`config.mk`:
```
export PLATFORM = sky130hd
export DESIGN_NAME = stkp_top
export DESIGN_NICKNAME = d
export VERILOG_FILES = /design/src/rtl/stkp_pkg.sv /design/src/rtl/stkp_opsel.sv /design/src/rtl/stkp_arith.sv /design/src/rtl/stkp_iobus.sv /design/src/rtl/stkp_top.sv
export SDC_FILE = /design/constraint.sdc
export NUM_CORES = 1
export LEC_CHECK = 0
export ABC_AREA = 1
export BUFFER_PORTS_ARGS = -buffer_cell sky130_fd_sc_hd__buf_2
export CAP_MARGIN = 25
export CORE_ASPECT_RATIO = 1.5
export CORE_MARGIN = 2
export CORE_UTILIZATION = 58
export CTS_CLUSTER_DIAMETER = 60
export CTS_CLUSTER_SIZE = 10
export DETAILED_ROUTE_END_ITERATION = 7
export PLACE_DENSITY = 0.85
export RECOVER_POWER = 100
export SLEW_MARGIN = 20
export SYNTH_ARGS = -nofsm -noshare
export SYNTH_HDL_FRONTEND = slang
export SYNTH_SLANG_ARGS = --single-unit
```
`constraint.sdc`:
```
create_clock -name clk -period 2.5 [get_ports clk]
set_input_delay 0.625 -clock clk [delete_from_list [all_inputs] [get_ports clk]]
set_output_delay 0.625 -clock clk [all_outputs]
set_load 0.1 [all_outputs]
```
`src/rtl/stkp_pkg.sv`:
```
package stkp_pkg;
  typedef enum logic [2:0] {OP_NONE, OP_PUSH, OP_POP, OP_CALL, OP_RET} stk_op_e;

  typedef struct packed {
    logic active;
    logic down;
    logic wide;
  } op_ctl_t;
endpackage

```
`src/rtl/stkp_opsel.sv`:
```
module stkp_opsel
  import stkp_pkg::*;
(
  input  logic    push_i,
  input  logic    pop_i,
  input  logic    call_i,
  input  logic    ret_i,
  output op_ctl_t ctl
);
  stk_op_e op;

  // fixed priority: call, ret, push, pop
  always_comb begin
    if (call_i)      op = OP_CALL;
    else if (ret_i)  op = OP_RET;
    else if (push_i) op = OP_PUSH;
    else if (pop_i)  op = OP_POP;
    else             op = OP_NONE;
  end

  always_comb begin
    ctl = '0;
    case (op)
      OP_PUSH: begin ctl.active = 1'b1; ctl.down = 1'b1; ctl.wide = 1'b0; end
      OP_CALL: begin ctl.active = 1'b1; ctl.down = 1'b1; ctl.wide = 1'b1; end
      OP_POP:  begin ctl.active = 1'b1; ctl.down = 1'b0; ctl.wide = 1'b0; end
      OP_RET:  begin ctl.active = 1'b1; ctl.down = 1'b0; ctl.wide = 1'b1; end
      default: ctl = '0;
    endcase
  end
endmodule

```
`src/rtl/stkp_arith.sv`:
```
module stkp_arith
  import stkp_pkg::*;
#(
  parameter int AW    = 16,
  parameter int FLOOR = 'h60
) (
  input  logic [AW-1:0] sp,
  input  op_ctl_t       ctl,
  input  logic          armed,
  output logic [AW-1:0] sp_nxt,
  output logic [AW-1:0] addr,
  output logic          err
);
  logic [AW-1:0] step;
  logic [AW:0]   limit;

  assign step  = ctl.wide ? AW'(2) : AW'(1);
  // one bit wider so that floor + step never overflows
  assign limit = (AW+1)'(FLOOR) + {1'b0, step};

  always_comb begin
    if (ctl.down) begin
      sp_nxt = sp - step;
      addr   = sp;
      err    = armed && ({1'b0, sp} < limit);
    end else begin
      sp_nxt = sp + step;
      addr   = sp + AW'(1);
      err    = 1'b0;
    end
  end
endmodule

```
`src/rtl/stkp_iobus.sv`:
```
module stkp_iobus #(
  parameter int AW        = 16,
  parameter int DW        = 8,
  parameter int IO_AW     = 6,
  parameter int BASE_ADDR = 'h3D
) (
  input  logic             clk,
  input  logic             rst,
  input  logic [IO_AW-1:0] io_addr,
  input  logic             io_wr,
  input  logic [DW-1:0]    io_wdata,
  input  logic [AW-1:0]    sp,
  output logic             hit_wr,
  output logic [AW-1:0]    sp_wr_val,
  output logic [DW-1:0]    io_rdata
);
  localparam int NB = AW / DW;

  logic [NB-1:0] sel;
  logic [NB-1:0] wr_hit;
  logic [DW-1:0] rd_mux;

  for (genvar i = 0; i < NB; i++) begin : g_byte
    assign sel[i]    = (io_addr == IO_AW'(BASE_ADDR + i));
    assign wr_hit[i] = io_wr && sel[i];
    assign sp_wr_val[i*DW +: DW] = wr_hit[i] ? io_wdata : sp[i*DW +: DW];
  end

  assign hit_wr = |wr_hit;

  always_comb begin
    rd_mux = '0;
    for (int j = 0; j < NB; j++) begin
      if (sel[j]) rd_mux = rd_mux | sp[j*DW +: DW];
    end
  end

  always_ff @(posedge clk) begin
    if (rst) io_rdata <= '0;
    else     io_rdata <= rd_mux;
  end
endmodule

```
`src/rtl/stkp_top.sv`:
```
module stkp_top
  import stkp_pkg::*;
#(
  parameter int AW        = 16,
  parameter int DW        = 8,
  parameter int IO_AW     = 6,
  parameter int BASE_ADDR = 'h3D,
  parameter int FLOOR     = 'h60
) (
  input  logic             clk,
  input  logic             rst,
  input  logic [IO_AW-1:0] io_addr,
  input  logic             io_wr,
  input  logic [DW-1:0]    io_wdata,
  output logic [DW-1:0]    io_rdata,
  input  logic             push_i,
  input  logic             pop_i,
  input  logic             call_i,
  input  logic             ret_i,
  output logic [AW-1:0]    stk_addr,
  output logic             stk_vld,
  output logic             stk_wr,
  output logic             stk_err
);
  logic [AW-1:0] sp_q;
  logic          armed_q;
  op_ctl_t       ctl;
  logic [AW-1:0] sp_nxt;
  logic [AW-1:0] acc_addr;
  logic          acc_err;
  logic          hit_wr;
  logic [AW-1:0] sp_wr_val;

  stkp_opsel u_opsel (
    .push_i (push_i),
    .pop_i  (pop_i),
    .call_i (call_i),
    .ret_i  (ret_i),
    .ctl    (ctl)
  );

  stkp_arith #(.AW(AW), .FLOOR(FLOOR)) u_arith (
    .sp     (sp_q),
    .ctl    (ctl),
    .armed  (armed_q),
    .sp_nxt (sp_nxt),
    .addr   (acc_addr),
    .err    (acc_err)
  );

  stkp_iobus #(.AW(AW), .DW(DW), .IO_AW(IO_AW), .BASE_ADDR(BASE_ADDR)) u_io (
    .clk       (clk),
    .rst       (rst),
    .io_addr   (io_addr),
    .io_wr     (io_wr),
    .io_wdata  (io_wdata),
    .sp        (sp_q),
    .hit_wr    (hit_wr),
    .sp_wr_val (sp_wr_val),
    .io_rdata  (io_rdata)
  );

  always_ff @(posedge clk) begin
    if (rst) begin
      sp_q     <= '0;
      armed_q  <= 1'b0;
      stk_addr <= '0;
      stk_vld  <= 1'b0;
      stk_wr   <= 1'b0;
      stk_err  <= 1'b0;
    end else begin
      stk_vld <= 1'b0;
      stk_err <= 1'b0;
      if (hit_wr) begin
        sp_q    <= sp_wr_val;
        armed_q <= 1'b1;
      end else if (ctl.active) begin
        sp_q     <= sp_nxt;
        stk_vld  <= 1'b1;
        stk_wr   <= ctl.down;
        stk_addr <= acc_addr;
        stk_err  <= acc_err;
      end
    end
  end
endmodule

```
# --- Word level (Yosys, flattened, before mapping) ---
# Index checks and enable logic that the tools add are counted.
totals:
  inputBits: 21
  reg_bits: 44
op_classes:
  magnitude_cmp: 1
  n_eq_ne: 8
  add_sub_neg: 4
  bitwise_logic: 4
  muxes: 15
  n_reduce_logical: 10
ops:
  columns: ["operator", "n"]
  rows:
  - ["16-bit two-way mux", 4]
  - ["8-bit two-way mux", 4]
  - ["7-bit by 16-bit adder with 17-bit output (first input constant)", 1]
  - ["16-bit by 17-bit less-than comparator with 1-bit output", 1]
  - ["16-bit by 1-bit adder with 16-bit output (second input constant)", 1]
  - ["16-bit adder", 1]
  - ["16-bit subtractor", 1]
  - ["6-bit equality test (second input constant)", 2]
  - ["3-bit one-hot mux with 4 select lines", 1]
  - ["3-bit two-way mux", 3]
  - ["8-bit OR", 1]
  - ["3-bit by 2-bit equality test with 1-bit output (second input constant)", 2]
  - ["2-bit AND reduction", 3]
  - ["5-bit OR reduction", 1]
  - ["2-bit two-way mux", 2]
  - ["2-bit by 1-bit inequality test with 1-bit output (second input constant)", 2]
  - ["3-bit by 1-bit equality test with 1-bit output (second input constant)", 1]
  - ["3-bit equality test (second input constant)", 1]
  - ["1-bit logical AND", 3]
  - ["1-bit inverter", 3]
  - ["3-bit OR reduction", 1]
  - ["2-bit nonzero test", 1]
  - ["2-bit OR reduction", 1]
  - ["1-bit two-way mux", 1]

# --- Depth between registers and ports, before layout ---
# Gate-level depths: netlist (run 1).
depth:
  ltp_word: 11
  mapped_depth: 13

# --- Hierarchy ---
# Synthesis (run 1) repeated with hierarchy kept, for this count alone.
unflattened:
  cells_unflattened: 561
  hier_area_um2: 3499.6
by_module_without_submodules:
  columns: ["mod", "area_each_um2", "cells_each", "n_inst"]
  rows:
  - ["stkp_top", 1476.4, 204, 1]
  - ["stkp_arith", 1365.1, 263, 1]
  - ["stkp_iobus", 628.1, 86, 1]
  - ["stkp_opsel", 30.0, 8, 1]

# --- Worst setup path after synthesis (run 1) ---
# OpenSTA, ideal clock, no wires.
synth_timing:
  path_kind: "in2reg"
  from: "input ret_i"
  to: "register sp_q[5]"
  cell_stages: 10
  path_slack_ns: 0.171
  setup_ns: 0.118
  arrival_ns: 2.211
  path_cell_list: "inv_2 -> a21oi_4 -> inv_2 -> ha_1 -> or2_2 -> nand3_1 -> nand2_1 -> or2_2 -> nand3_1 -> a21oi_1"
synth_rtl:
  columns: ["element", "line_no", "text"]
  rows:
  - ["from (decl)", "stkp_top.sv:19", "input logic ret_i,"]
  - ["to (signal assigned)", "stkp_top.sv:75", "sp_q <= sp_wr_val;"]
  - ["to (signal assigned)", "stkp_top.sv:78", "sp_q <= sp_nxt;"]
  - ["to (decl)", "stkp_top.sv:25", "logic [AW-1:0] sp_q;"]

# --- Worst setup path after layout (run 1) ---
layout_timing:
  from: "input ret_i"
  to: "register sp_q[8]"
layout_between:
  elab_chain_len: 9
  word_cells_on_any_way: 15
  classes_between: "add/sub (2); eq/ne (4); mux (7); reduce/logical (2)"
layout_rtl:
  columns: ["element", "line_no", "text"]
  rows:
  - ["3-bit two-way mux (*)", "stkp_opsel.sv:15", "else if (ret_i) op = OP_RET;"]
  - ["3-bit two-way mux (*)", "stkp_opsel.sv:14", "if (call_i) op = OP_CALL;"]
  - ["3-bit equality test (tied with other cells)", "stkp_opsel.sv:23", "case (op)"]
  - ["3-bit one-hot mux with 4 select lines (*)", "stkp_opsel.sv:23", null]
  - ["2-bit two-way mux", "stkp_arith.sv:17", "assign step = ctl.wide ? AW'(2) : AW'(1);"]
  - ["16-bit adder / 16-bit subtractor (equally long branches)", "stkp_arith.sv:27, stkp_arith.sv:23", null]
  - ["16-bit two-way mux", "stkp_arith.sv:22", "if (ctl.down) begin"]
  - ["16-bit two-way mux", "stkp_top.sv:77", "end else if (ctl.active) begin"]
  - ["16-bit two-way mux", "stkp_top.sv:74", "if (hit_wr) begin"]
# Every way passes the cells marked *; elsewhere a longest branch is shown, timed or not. The select of a mux whose other input is x is not followed.
# A chain may end at the register's enable or synchronous reset.

==> results of run 1 <==
==> final cells by class <==
cell class                      count  area, µm²
Clock buffer                        6       82.6
Clock inverter                      2       10.0
Fill cell                         545       1840
Inverter                           80        305
Multi-Input combinational cell    384       1950
Sequential cell                    44        881
Tap cell                           70       87.6
Timing Repair Buffer               58        290
==> worst max-delay path, stage by stage <==
cell and delay, ps:
buf_2 110, inv_2 100, nand2_1 70, nor2_1 160, inv_1 80, fa_1 430, inv_1 90, nand3_1 60
nand3_1 130, a21oi_1 100, or2_2 280, nand3_1 70, a21oi_1 70
==> power breakdown <==
group | switching (µW) | leakage (µW) | internal, µW
Sequential | 239 | 0.000363 | 864
Clock | 245 | 0.0000510 | 221
Combinational | 1450 | 0.00143 | 647
==> cell families after synthesis <==
| logic type | share of synthesized area (%) |
|---|---|
| AND/OR/NAND/NOR | 35.8 |
| buffers and inverters | 12.2 |
| AO/OA/AOI/OAI | 15.7 |
| flip-flops | 27.0 |
| adder cells (fa/ha/maj) | 7.12 |
| XOR/XNOR | 2.14 |
==> flip-flops by register name, summed over array words and instances, names as in the netlist <==
signal,flops
armed_q,1
sp_q,16
stk_addr,16
stk_err,1
stk_vld,1
stk_wr,1
u_io.io_rdata,8
==> layout by cell type (no fill, tap or decap), drive strengths merged <==
| cell type | n |
|---|---|
| and2 | 2 |
| dfxtp | 44 |
| or2 | 4 |
| nand3b | 2 |
| fa | 1 |
| inv | 79 |
| nor4 | 1 |
| buf | 29 |
| xnor2 | 2 |
| ha | 17 |
| a21boi | 2 |
| o21bai | 1 |
| nor3 | 11 |
| a31oi | 2 |
| o21a | 6 |
| a21oi | 45 |
| nand2 | 150 |
| nand4 | 9 |
| nand3 | 35 |
| clkbuf | 35 |
| o21ai | 35 |
| clkinv | 3 |
| xor2 | 6 |
| nor2 | 53 |
==> per-layer routing <==
layer,vias to the layer above,global-route usage (%),share of wire (%)
met3,40,4.56,5.4
li1,1766,-,-
met1,1561,32.6,39
met5,-,0,0
met2,125,57.5,50
met4,0,17.9,5.5
==> metrics by stage <==
step,setup slack (ps),hold slack [ps]
finish,307,467
global route,91.1,491
CTS,334,468
detailed placement,18.1,449
global placement,104,441
floorplan,171,445
==> worst paths after layout <==
path | cells past startpoint | from | slack [ps] | end
worst max-delay path | 13 | ret_i | 310 | sp_q[8]$_SDFFE_PP0P_
worst max register to register | 9 | sp_q[2]$_SDFFE_PP0P_ | 560 | sp_q[6]$_SDFFE_PP0P_
worst min-delay path | 2 | stk_wr$_SDFFE_PP0P_ | 470 | stk_wr$_SDFFE_PP0P_
worst min register to register | 2 | stk_wr$_SDFFE_PP0P_ | 470 | stk_wr$_SDFFE_PP0P_
==> results.cfg, run 1 <==
[placement]
gp_congestion = 0.990
hpwl_um = 6940
io_buffers = 47
dp_cells = 636
place_area_mm2 = 0.00359

[floorplan]
coreArea_mm2 = 0.00545
die_area_mm2 = 0.00626
boundaryPins = 48
start_util_pct = 60.0
rows = 33
die_y_um = 95.9
fp.dieW_um = 65.3

[worst_setup_path]
cp_max_fo = 4
cp.arrival_ps = 2390
cp.required_ps = 2700
crit_path_start_kind = input pin
crit_type = in -> reg
cp-end-kind = flip-flop

[clock_network]
path_clk_slew_ps = 80
cts.sinks = 44
post_cts_resize_count = 0
worstSkewPairLatency_ps = 300
cts_hold_buf = 0
root_buffer = clkbuf_8
post-cts-setup-buffers = 0
htree_levels = 2
cts_buffer_depth = 2
cts_tree = done
cts_buffers = 5

[drt]
viasPerCell = 5.42
totalWireLength_um = 8990
remaining_drc_errors = 0
wl_per_cell_um = 14.0
ant_nets = 0
route.vias.total = 3492
drtIter0Drc = 209
firstDrtPassIters = 4

[outcome]
status = completed

[grt]
grt_max_degree = 30
grt_pass1_wl_um = 15200
grt_pass1_vias = 3484
track_usage_pct = 30.9
grt.overflow.total = 0
grt_antenna_before_repair = 0

[yosys]
yosys-top-cells-count = nand2_1, inv_1, nor2_1
synth-seq-cells = 44
yosysTopAreaCell = dfxtp_1
synth_cell_types = 40
synthCells = 520
synthArstFlopShare_pct = 0
avgSynthCellArea_um2 = 6.28
synth-main-ff-cell = dfxtp_1
synth.most_common_cell = nand2_1
synth_edf_count = 0
ys_seq_area_share_pct = 27.0
synthesis.area_mm2 = 0.00327
synth_top_area_share_pct = 27.0
synth_area_leaders = dfxtp_1, nand2_1, inv_1
synth_warnings = 0
syn-num-nets = 559

[power_and_ir_drop]
p_per_area_mw_per_mm2 = 1020
finalPower_uw = 3660
worst_ir_drop_vdd_mv = 0.565
leakage_uw = 0.00184

[cells_and_area]
fin_nets = 612
area_growth_pct = 10.4
fin_area_mm2 = 0.00361
diodes = 0
finalNonFillerCells = 644
final_util_pct = 66.2
drive_above_1_share_pct = 9.76

[timing]
fin_worst_skew_ps = 6.27
min_period_ps = 2190
worst_pin_slew_ps = 1170
setup_violations = 0
slew_headroom_pct = 22.0
timing.final.crit_share_pct = 87.7
fmax_ghz = 0.456
rsz0062_at_grt = false
final_hold_viol_count = 0
slew_viol_final = 0
setup_tns_ps = 0

[min_path]
holdCritPathClass = reg -> reg

[run]
drv_cap = 0
Power figures use the tool's default switching activity.
==> run 2: changes to the inputs <==
PLACE_DENSITY = 0.84   (was 0.85)
SYNTH_HIERARCHICAL = 1   (was unset)
==> run 2 against run 1 <==
Against the previous run: routed wire length grew 6.0%; cell area grew 14%; highest routed layer unchanged; core utilization rose by 4.4 points; critical path type unchanged; synthesized area increased by 7.1%; first-iteration DRC count rose by 33%; largest power group unchanged; worst setup slack got worse by 77 ps; combinational power is 32% higher; cell count is 11% higher.
==> results.cfg, run 2 <==
[outcome]
status = completed

[grt]
grt_antenna_before_repair = 0
grt_pass1_vias = 3769
grt_max_degree = 21
track_usage_pct = 30.7
grt_pass1_wl_um = 15800
grt.overflow.total = 0

[yosys]
synth_top_area_share_pct = 25.2
yosysTopAreaCell = dfxtp_1
synth_warnings = 6
synthesis.area_mm2 = 0.00350
yosys-top-cells-count = nand2_1, inv_1, nand3_1
synth_cell_types = 33
syn-num-nets = 600
ys_seq_area_share_pct = 25.2
synth_edf_count = 0
synthCells = 561
synthArstFlopShare_pct = 0
synth-main-ff-cell = dfxtp_1
synth-seq-cells = 44
avgSynthCellArea_um2 = 6.24
synth_area_leaders = dfxtp_1, nand2_1, nand3_1
synth.most_common_cell = nand2_1

[cells_and_area]
biggestRegsByFlops = sp_q: 16 flops, stk_addr: 16 flops, u_io/io_rdata: 8 flops
n_fill_cell = 559
multiInputGateArea_mm2 = 0.00218
final_common_cell = nand2_1
final_cell_mix = nand2_1, inv_1, nand3_1, nor2_1, dfxtp_1
diodes = 0
final_util_pct = 70.5
fin_nets = 680
seq_area_um2 = 881
drive_above_1_share_pct = 16.0
area_growth_pct = 17.5

[clock_network]
cts.sinks = 44
cts_hold_buf = 0
path_clk_slew_ps = 90
cts_buffers = 5
htree_levels = 2
post_cts_resize_count = 0
cts_tree = done
worstSkewPairLatency_ps = 300
root_buffer = clkbuf_8
cts_buffer_depth = 2
post-cts-setup-buffers = 0

[run]
drv_cap = 0

[placement]
gp_congestion = 0.924
preCtsSetupSlack_ps = -50.7
io_buffers = 47
hpwl_um = 7620

[timing]
setup_violations = 0
final_hold_viol_count = 0
timing.final.crit_share_pct = 90.8
worst_pin_slew_ps = 1180
slew_viol_final = 0
min_period_ps = 2270
rsz0062_at_grt = false
fin_worst_skew_ps = 8.83
setup_ws_ps = 230
slew_headroom_pct = 21.6
fmax_ghz = 0.440

[drt]
route.vias.total = 3853
viasPerCell = 5.40
totalWireLength_um = 9530
remaining_drc_errors = 0
drtIter0Drc = 279
ant_nets = 0
firstDrtPassIters = 6
wl_per_cell_um = 13.4

[floorplan]
fp.dieW_um = 67.4
die_area_mm2 = 0.00668
boundaryPins = 48
rows = 34
coreArea_mm2 = 0.00583
start_util_pct = 60.0
die_y_um = 99.1

[worst_setup_path]
cp.arrival_ps = 2470
cp-end-kind = flip-flop
cp_max_fo = 18
cp.required_ps = 2700
crit_path_start_kind = input pin
crit_type = in -> reg

[min_path]
holdCritPathClass = reg -> reg

[power_and_ir_drop]
p_per_area_mw_per_mm2 = 1050
leakage_uw = 0.00225
finalPower_uw = 4330
worst_ir_drop_vdd_mv = 0.557
[run 2: changes by cell type after synthesis, moves of 6 or more]
| cell | before | now |
|---|---|---|
| nand3_1 | 34 | 68 |
| nand2_1 | 148 | 167 |
| o21a_1 | 6 | 0 |
| inv_1 | 73 | 81 |
| xnor2_1 | 2 | 9 |
| nor2_1 | 48 | 59 |
| o21ai_2 | 2 | 12 |
| a21oi_1 | 43 | 19 |
[run 2: cell families after synthesis]
kind of cell	after synthesis	share of synthesized area, %
AOI/OAI and AO/OA	55	9.19
and+or+nand+nor	324	41.7
buffers and inverters	101	12.6
DFF	44	25.2
xor gates and xnor gates	19	4.76
adders and majority gates	18	6.65
[run 2: metal layers]
metal / part of all wire (%) / GRT usage, % / vias to the layer above / wire [µm]
met3: 5.2 / 3.17 / 60 / 492
li1: - / - / 1916 / -
met4: 8.3 / 25.9 / 0 / 794
met1: 35 / 29.9 / 1725 / 3370
met2: 51 / 55.3 / 152 / 4880
met5: 0 / 0 / - / 0
[run 2: area by class of cell]
class                           instances  share of cell area, %
Multi-Input combinational cell        416                   53.0
Sequential cell                        44                   21.4
Timing Repair Buffer                   89                   12.6
Inverter                               85                   7.88
Tap cell                               72                   2.19
Clock buffer                            6                   2.01
Clock inverter                          2                  0.943
[run 2: worst max-delay path, cell delays in order]
cell and delay, ps:
buf_2 80, nand2_1 120, nor2_8 280, nand3_4 100, nand2_1 140, clkbuf_1 620, nor2_4 210, nand2_1 120
nand3_1 80, nand2_1 60, inv_1 40
[run 2: worst paths after layout]
kind | from | to | cells past startpoint | slack (ps)
max | io_addr[4] | sp_q[10]$_SDFFE_PP0P_ | 11 | 230
max reg2reg | sp_q[0]$_SDFFE_PP0P_ | sp_q[12]$_SDFFE_PP0P_ | 14 | 570
min reg2reg | stk_addr[3]$_SDFFE_PP0P_ | stk_addr[3]$_SDFFE_PP0P_ | 2 | 490
min | stk_addr[3]$_SDFFE_PP0P_ | stk_addr[3]$_SDFFE_PP0P_ | 2 | 490
[run 2: power breakdown]
| group | internal (µW) | switching, µW |
|---|---|---|
| logic | 970 | 1780 |
| clock network | 327 | 256 |
| registers | 860 | 134 |
| total | 2160 | 2170 |
[run 2: stage by stage]
step | hold slack (ps) | instance area (µm²) | instances | TNS [ps]
global route | 513 | 4110 | 714 | 0
floorplan | 441 | 3500 | 561 | 0
finish | 489 | 4110 | 714 | 0
CTS | 489 | 4160 | 714 | 0
global placement | 455 | 4040 | 706 | -23.3
detailed placement | 468 | 4040 | 706 | -216
